File: src/rtl/rdma_pkg.sv
package rdma_pkg;
  localparam int SEL_W = 3;

  typedef enum logic [1:0] {
    OP_NONE  = 2'd0,
    OP_READ  = 2'd1,
    OP_WRITE = 2'd2,
    OP_ABORT = 2'd3
  } rdma_op_e;

  typedef struct packed {
    logic     halt;
    logic     run;
    rdma_op_e op;
  } rdma_cmd_t;

  typedef enum logic [SEL_W-1:0] {
    SEL_ADDR_LO = 3'd0,
    SEL_ADDR_HI = 3'd1,
    SEL_CNT_LO  = 3'd2,
    SEL_CNT_HI  = 3'd3,
    SEL_CMD     = 3'd4,
    SEL_STAT    = 3'd5
  } rdma_sel_e;
endpackage

File: src/rtl/rdma_cmd_ctrl.sv
module rdma_cmd_ctrl
  import rdma_pkg::*;
#(
  parameter int REG_W = 8
) (
  input  logic             clk,
  input  logic             rst_n,
  input  logic             reg_we,
  input  logic [SEL_W-1:0] reg_sel,
  input  logic [REG_W-1:0] reg_wdata,
  input  logic             xfer_end,
  output logic             ld_addr_lo,
  output logic             ld_addr_hi,
  output logic             ld_cnt_lo,
  output logic             ld_cnt_hi,
  output logic             go_read,
  output logic             go_write,
  output logic             kill,
  output logic             done_o,
  output logic             stopped_o
);
  rdma_cmd_t cmd;
  logic cmd_wr, stat_wr, run_ok;
  logic done_q, done_d, stop_q, stop_d;

  always_comb begin
    cmd        = rdma_cmd_t'(reg_wdata[3:0]);
    cmd_wr     = reg_we && (reg_sel == SEL_CMD);
    stat_wr    = reg_we && (reg_sel == SEL_STAT);
    ld_addr_lo = reg_we && (reg_sel == SEL_ADDR_LO);
    ld_addr_hi = reg_we && (reg_sel == SEL_ADDR_HI);
    ld_cnt_lo  = reg_we && (reg_sel == SEL_CNT_LO);
    ld_cnt_hi  = reg_we && (reg_sel == SEL_CNT_HI);
    run_ok     = cmd.run && !cmd.halt;
    go_read    = cmd_wr && run_ok && (cmd.op == OP_READ);
    go_write   = cmd_wr && run_ok && (cmd.op == OP_WRITE);
    kill       = cmd_wr && ((cmd.op == OP_ABORT) || cmd.halt);
  end

  always_comb begin
    done_d = done_q;
    if (stat_wr && reg_wdata[0]) done_d = 1'b0;
    if (xfer_end)                done_d = 1'b1;
    stop_d = stop_q;
    if (cmd_wr && cmd.halt && (cmd.op == OP_ABORT)) stop_d = 1'b1;
    else if (cmd_wr && run_ok)                      stop_d = 1'b0;
  end

  always_ff @(posedge clk or negedge rst_n) begin
    if (!rst_n) begin
      done_q <= 1'b0;
      stop_q <= 1'b1;
    end else begin
      done_q <= done_d;
      stop_q <= stop_d;
    end
  end

  assign done_o    = done_q;
  assign stopped_o = stop_q;

  assert_end_sets_done_R6: assert property (@(posedge clk) disable iff (!rst_n)
    xfer_end |=> done_q);
  assert_w1c_clears_done_R7: assert property (@(posedge clk) disable iff (!rst_n)
    (stat_wr && reg_wdata[0] && !xfer_end) |=> !done_q);
  assert_halt_abort_latches_R9: assert property (@(posedge clk) disable iff (!rst_n)
    (cmd_wr && cmd.halt && (cmd.op == OP_ABORT)) |=> stop_q);
  assert_stopped_holds_R9: assert property (@(posedge clk) disable iff (!rst_n)
    (stop_q && !(cmd_wr && run_ok)) |=> stop_q);
endmodule

File: src/rtl/rdma_xfer_engine.sv
module rdma_xfer_engine #(
  parameter int REG_W = 8
) (
  input  logic               clk,
  input  logic               rst_n,
  input  logic               ld_addr_lo,
  input  logic               ld_addr_hi,
  input  logic               ld_cnt_lo,
  input  logic               ld_cnt_hi,
  input  logic [REG_W-1:0]   ld_byte,
  input  logic               go_read,
  input  logic               go_write,
  input  logic               kill,
  input  logic               dp_rd,
  input  logic               dp_wr,
  input  logic [2*REG_W-1:0] dp_wdata,
  output logic               dp_ready,
  output logic [2*REG_W-1:0] dp_rdata,
  input  logic               rx_req,
  output logic               mem_en,
  output logic               mem_we,
  output logic [2*REG_W-1:0] mem_addr,
  output logic [2*REG_W-1:0] mem_wdata,
  input  logic [2*REG_W-1:0] mem_rdata,
  output logic               busy,
  output logic               xfer_end
);
  localparam int WORD_W = 2 * REG_W;
  localparam logic [WORD_W-1:0] STEP = WORD_W'(2);

  logic [WORD_W-1:0] addr_q, addr_d, cnt_q, cnt_d, buf_q, buf_d, cnt_dec;
  logic active_q, active_d, rd_q, rd_d, bufv_q, bufv_d;
  logic fpend_q, fpend_d, wpend_q, wpend_d;
  logic fetch_need, wr_need, rd_take, wr_take, go_any;

  always_comb begin
    fetch_need = active_q && rd_q && !bufv_q && !fpend_q && (cnt_q != '0);
    wr_need    = active_q && !rd_q && wpend_q;
    mem_en     = (fetch_need || wr_need) && !rx_req;
    mem_we     = wr_need;
    rd_take    = active_q && rd_q && bufv_q && dp_rd;
    wr_take    = active_q && !rd_q && !wpend_q && dp_wr;
    cnt_dec    = (cnt_q > STEP) ? cnt_q - STEP : '0;
    go_any     = go_read || go_write;
  end

  always_comb begin
    addr_d   = addr_q;
    cnt_d    = cnt_q;
    buf_d    = buf_q;
    active_d = active_q;
    rd_d     = rd_q;
    bufv_d   = bufv_q;
    fpend_d  = fpend_q;
    wpend_d  = wpend_q;
    xfer_end = 1'b0;
    if (ld_addr_lo) addr_d[REG_W-1:0]      = ld_byte;
    if (ld_addr_hi) addr_d[WORD_W-1:REG_W] = ld_byte;
    if (ld_cnt_lo)  cnt_d[REG_W-1:0]       = ld_byte;
    if (ld_cnt_hi)  cnt_d[WORD_W-1:REG_W]  = ld_byte;
    if (mem_en) begin
      addr_d = addr_q + STEP;
      if (!wr_need) fpend_d = 1'b1;
    end
    if (fpend_q) begin
      buf_d   = mem_rdata;
      bufv_d  = 1'b1;
      fpend_d = 1'b0;
    end
    if (rd_take) begin
      bufv_d = 1'b0;
      cnt_d  = cnt_dec;
      if (cnt_dec == '0) begin
        active_d = 1'b0;
        xfer_end = 1'b1;
      end
    end
    if (wr_take) begin
      buf_d   = dp_wdata;
      wpend_d = 1'b1;
      cnt_d   = cnt_dec;
    end
    if (mem_en && wr_need) begin
      wpend_d = 1'b0;
      if (cnt_q == '0) begin
        active_d = 1'b0;
        xfer_end = 1'b1;
      end
    end
    if (go_any) begin
      rd_d     = go_read;
      bufv_d   = 1'b0;
      fpend_d  = 1'b0;
      wpend_d  = 1'b0;
      active_d = (cnt_q != '0);
      if (cnt_q == '0) xfer_end = 1'b1;
    end
    if (kill) begin
      active_d = 1'b0;
      bufv_d   = 1'b0;
      fpend_d  = 1'b0;
      wpend_d  = 1'b0;
    end
  end

  always_ff @(posedge clk or negedge rst_n) begin
    if (!rst_n) begin
      addr_q   <= '0;
      cnt_q    <= '0;
      buf_q    <= '0;
      active_q <= 1'b0;
      rd_q     <= 1'b0;
      bufv_q   <= 1'b0;
      fpend_q  <= 1'b0;
      wpend_q  <= 1'b0;
    end else begin
      addr_q   <= addr_d;
      cnt_q    <= cnt_d;
      buf_q    <= buf_d;
      active_q <= active_d;
      rd_q     <= rd_d;
      bufv_q   <= bufv_d;
      fpend_q  <= fpend_d;
      wpend_q  <= wpend_d;
    end
  end

  assign dp_ready  = active_q && (rd_q ? bufv_q : !wpend_q);
  assign dp_rdata  = (active_q && rd_q && bufv_q) ? buf_q : '0;
  assign mem_addr  = addr_q;
  assign mem_wdata = buf_q;
  assign busy      = active_q;

  assert_single_word_in_flight_R3: assert property (@(posedge clk) disable iff (!rst_n)
    !(bufv_q && fpend_q));
  assert_fetch_lands_R3: assert property (@(posedge clk) disable iff (!rst_n)
    (fpend_q && !kill && !go_any) |=> bufv_q);
  assert_count_never_grows_R5: assert property (@(posedge clk) disable iff (!rst_n)
    !(ld_cnt_lo || ld_cnt_hi) |=> (cnt_q <= $past(cnt_q)));
  assert_ignored_access_R10: assert property (@(posedge clk) disable iff (!rst_n)
    (!dp_ready && !ld_cnt_lo && !ld_cnt_hi) |=> $stable(cnt_q));
  assert_no_mem_when_idle_R8: assert property (@(posedge clk) disable iff (!rst_n)
    !active_q |-> !mem_en);
endmodule

File: src/rtl/rdma_host_port.sv
module rdma_host_port
  import rdma_pkg::*;
#(
  parameter int REG_W = 8
) (
  input  logic               clk,
  input  logic               rst_n,
  input  logic               reg_we,
  input  logic [SEL_W-1:0]   reg_sel,
  input  logic [REG_W-1:0]   reg_wdata,
  output logic [1:0]         status_o,
  output logic               busy_o,
  input  logic               dp_rd,
  input  logic               dp_wr,
  input  logic [2*REG_W-1:0] dp_wdata,
  output logic [2*REG_W-1:0] dp_rdata,
  output logic               dp_ready,
  input  logic               rx_req,
  output logic               rx_gnt,
  output logic               mem_en,
  output logic               mem_we,
  output logic [2*REG_W-1:0] mem_addr,
  output logic [2*REG_W-1:0] mem_wdata,
  input  logic [2*REG_W-1:0] mem_rdata
);
  logic ld_addr_lo, ld_addr_hi, ld_cnt_lo, ld_cnt_hi;
  logic go_read, go_write, kill, xfer_end, done, stopped;

  rdma_cmd_ctrl #(.REG_W(REG_W)) ctrl_i (
    .clk(clk), .rst_n(rst_n), .reg_we(reg_we), .reg_sel(reg_sel),
    .reg_wdata(reg_wdata), .xfer_end(xfer_end),
    .ld_addr_lo(ld_addr_lo), .ld_addr_hi(ld_addr_hi),
    .ld_cnt_lo(ld_cnt_lo), .ld_cnt_hi(ld_cnt_hi),
    .go_read(go_read), .go_write(go_write), .kill(kill),
    .done_o(done), .stopped_o(stopped)
  );

  rdma_xfer_engine #(.REG_W(REG_W)) eng_i (
    .clk(clk), .rst_n(rst_n),
    .ld_addr_lo(ld_addr_lo), .ld_addr_hi(ld_addr_hi),
    .ld_cnt_lo(ld_cnt_lo), .ld_cnt_hi(ld_cnt_hi), .ld_byte(reg_wdata),
    .go_read(go_read), .go_write(go_write), .kill(kill),
    .dp_rd(dp_rd), .dp_wr(dp_wr), .dp_wdata(dp_wdata),
    .dp_ready(dp_ready), .dp_rdata(dp_rdata),
    .rx_req(rx_req), .mem_en(mem_en), .mem_we(mem_we),
    .mem_addr(mem_addr), .mem_wdata(mem_wdata), .mem_rdata(mem_rdata),
    .busy(busy_o), .xfer_end(xfer_end)
  );

  assign status_o = {stopped, done};
  assign rx_gnt   = rx_req;
endmodule

File: config.mk
export PLATFORM = sky130hd
export DESIGN_NAME = rdma_host_port
export DESIGN_NICKNAME = d
export VERILOG_FILES = /design/src/rtl/rdma_pkg.sv /design/src/rtl/rdma_cmd_ctrl.sv /design/src/rtl/rdma_xfer_engine.sv /design/src/rtl/rdma_host_port.sv
export SDC_FILE = /design/constraint.sdc
export NUM_CORES = 1
export LEC_CHECK = 0
export ABC_AREA = 1
export BUFFER_PORTS_ARGS = -buffer_cell sky130_fd_sc_hd__buf_2
export CORE_ASPECT_RATIO = 1.2
export CORE_MARGIN = 1.5
export CORE_UTILIZATION = 35
export CTS_CLUSTER_SIZE = 20
export DETAILED_ROUTE_END_ITERATION = 7
export GPL_ROUTABILITY_DRIVEN = 0
export RECOVER_POWER = 25
export SYNTH_ARGS = -nofsm -noshare
export SYNTH_HDL_FRONTEND = slang
export SYNTH_SLANG_ARGS = --single-unit
File: constraint.sdc
create_clock -name clk -period 5.3 [get_ports clk]
set_clock_uncertainty 0.05 [all_clocks]
set_input_delay 0.265 -clock clk [delete_from_list [all_inputs] [get_ports clk]]
set_output_delay 0.265 -clock clk [all_outputs]
set_load 0.005 [all_outputs]
==> metrics.cfg <==
[finish]
syn2layout_area_growth_pct=21.05
n_antenna_cell=0
fin_nets=627
drive_above_1_share=0.2548
final_cell_mix=nand2_1 (108), buf_2 (103), inv_1 (72)
layout_commonest_cell=nand2_1

[floorplan]
die_h_um=113.2
core_area_um2=9910
start_util=0.3574
chipWidth_um=94.84
die-area_um2=10740
placementRows=40
io_pins=104

[power]
swShare=0.4246
p_seq_frac=0.395
combPwrFrac=0.424
power.density_nw_per_um2=462.8
clockPowerShare=0.181
p_int_mw=1.142
max-vdd-ir-drop_mv=0.1619
leakage_nw=2.252
p_switching_mw=0.8427

[placement]
place_hpwl_um=7760
dp_slack_ps=3020
portBuffers=103

[grt]
grt.total_usage=0.1861
antenna_found_initial=0
grt_pass1_vias=3239
grt_overflow=0
grt_max_degree=56
grt_pass1_wl_um=15640

[setup_path]
arrival_ps=2530
worstSetupEndpointType=asynchronous set/reset pin
worstSetupPathType=in -> async
crit_buf_inv=2
critPathMaxFanout=55
slowest_stage=clkbuf_1
cp_cell_sequence=buf_2, clkbuf_1
cp_top_family=buffers and inverters
critPathLaunchType=input port
r2r_slack_ps=2980
crit_path_max_incr_delay_ps=2170
required_ps=4980

[clocking]
post_cts_buffers=0
clock_latency_ps=300
clkTransAtPathRegs_ps=70
holdBufCountCts=0
post_cts_resized=0
cts_buffers=5
clockBufferDepth=2
cts-root-buf=clkbuf_16
htree_levels=2
cts_tree=built
cts_num_sinks=55

[sta]
fin_tns_setup_ps=0
fmax_ghz=0.3502
rsz0062_at_grt=false
slew_violations=56
finalHoldViolCount=0
relSlewSlack=-1.053
setup_slack_ps=2445
tightest_slew_ps=3079
layout_min_cycle_time_ps=2855
setup_viol=0
finalCritPeriodShare=0.5387

[synthesis]
synth_top_area_frac=0.3815
synthFlopType=dfrtp_1
synth-simple-area-share=0.3363
synth_top_family_by_area=simple AND/OR/NAND/NOR gates
synthAdderAreaFrac=0.007065
yosys_warnings=0
synth_compound_area_frac=0.1452
synth.distinct_cells=44
yosys.area_share.xor_xnor=0.01484
syn_inst=480
yosys.area.top_type=dfrtp_1
synthMuxAreaShare=0
async_flop_share=1.000
synth_edf_count=0
ys_ff_latch=55
synth.avg_cell_area_um2=7.379
yosys-top-cells-area=dfrtp_1 (38%), nand2_1 (11%), inv_1 (7.6%), nand3_1 (7.2%), nor2_1 (7.0%)
syn-num-nets=531
syn_area_um2=3542
synth-seq-area-share=0.3889

[detailed_routing]
drtIter0Drc=192
routed_wirelength_um=10000
drtAntennaViolNets=0
drc=0
viasPerCell=5.048
vias=3549
dr.pass1.iters=4
avgRoutedWirePerCell_um=14.23

[outcome]
outcome=finished, violations left
violations=capacitance limit, slew limit

[hold_path]
hp-class=in -> reg

[job]
max_cap_viol_count=1

[final timing paths]
kind / start / endpoint / cells past startpoint
worst max-delay path: rst_n / eng_i.cnt_q[7]$_DFFE_PN0P_ / 2
worst min-delay path: mem_rdata[1] / eng_i.mem_wdata[1]$_DFFE_PN0P_ / 3
worst max register to register: eng_i.busy$_DFF_PN0_ / eng_i.cnt_q[5]$_DFFE_PN0P_ / 8
worst min register to register: ctrl_i.stopped_o$_DFFE_PN1P_ / ctrl_i.stopped_o$_DFFE_PN1P_ / 2
max in group clk: eng_i.busy$_DFF_PN0_ / eng_i.cnt_q[5]$_DFFE_PN0P_ / 8
min in group asynchronous: rst_n / eng_i.mem_wdata[14]$_DFFE_PN0P_ / 2
[state kept, by name, summed over array words and instances, names as in the netlist]
signal	cells
eng_i.mem_addr	16
ctrl_i.done_o	1
ctrl_i.stopped_o	1
eng_i.rd_q	1
eng_i.fpend_q	1
eng_i.bufv_q	1
eng_i.mem_wdata	16
eng_i.busy	1
eng_i.wpend_q	1
eng_i.cnt_q	16
[synthesized netlist by cell type, drive strengths merged, types with 2 or more instances]
library cell / number
a21oi: 8
buf: 8
clkbuf: 7
dfrtp: 54
ha: 2
inv: 75
nand2: 119
nand3: 53
nand4: 3
nor2: 76
nor3: 5
o211ai: 10
o21ai: 9
o221ai: 28
o22ai: 4
xnor2: 3
xor2: 3
[cell type report]
cell class                      instances  area, um2
Fill cell                            1035       5622
Multi-Input combinational cell        334       1783
Sequential cell                        55       1378
Timing Repair Buffer                  104      519.2
Inverter                               76      290.3
Tap cell                              126      157.7
Clock buffer                            7      152.6
Clock inverter                          1      7.507
[stage by stage]
step	total power [mW]	instance area (um2)	utilization	hold slack (ps)	instances
floorplan	1.324	3542	-	-80.59	480
global placement	1.617	4131	0.4169	411.0	695
detailed placement	1.632	4131	0.4169	408.6	695
CTS	1.998	4292	0.4331	88.27	703
global route	2.147	4288	0.4327	172.4	703
finish	1.985	4288	0.4327	163.9	703
[tightest hold or removal path, delay by kind of cell]
kind	cells	cell delay (ps)
buf+inv	1	80
compound gates	1	70
simple gates	1	60
[logic make-up after synthesis]
kind of cell	count (synthesis)
compound gates	67
xor+xnor	6
fa+ha+maj	2
buf+inv	91
simple gates	259
flops	55
[layer usage]
metal,vias up,GRT usage,wire (um)
met5,-,0,0
met4,0,0.06269,183
met3,16,0.03562,763
met2,139,0.3133,4746
met1,1626,0.2362,4311
li1,1768,-,-
[power by group through the flow]
stage                     clock (mW)  combinational (mW)  sequential (mW)
final                          0.359               0.841            0.785
after global routing           0.383               0.953            0.811
after CTS                      0.369               0.846            0.782
after detailed placement           0               0.844            0.789
after global placement             0               0.829            0.788
after floorplan                    0               0.570            0.754
(Power assumes the default switching activity.)
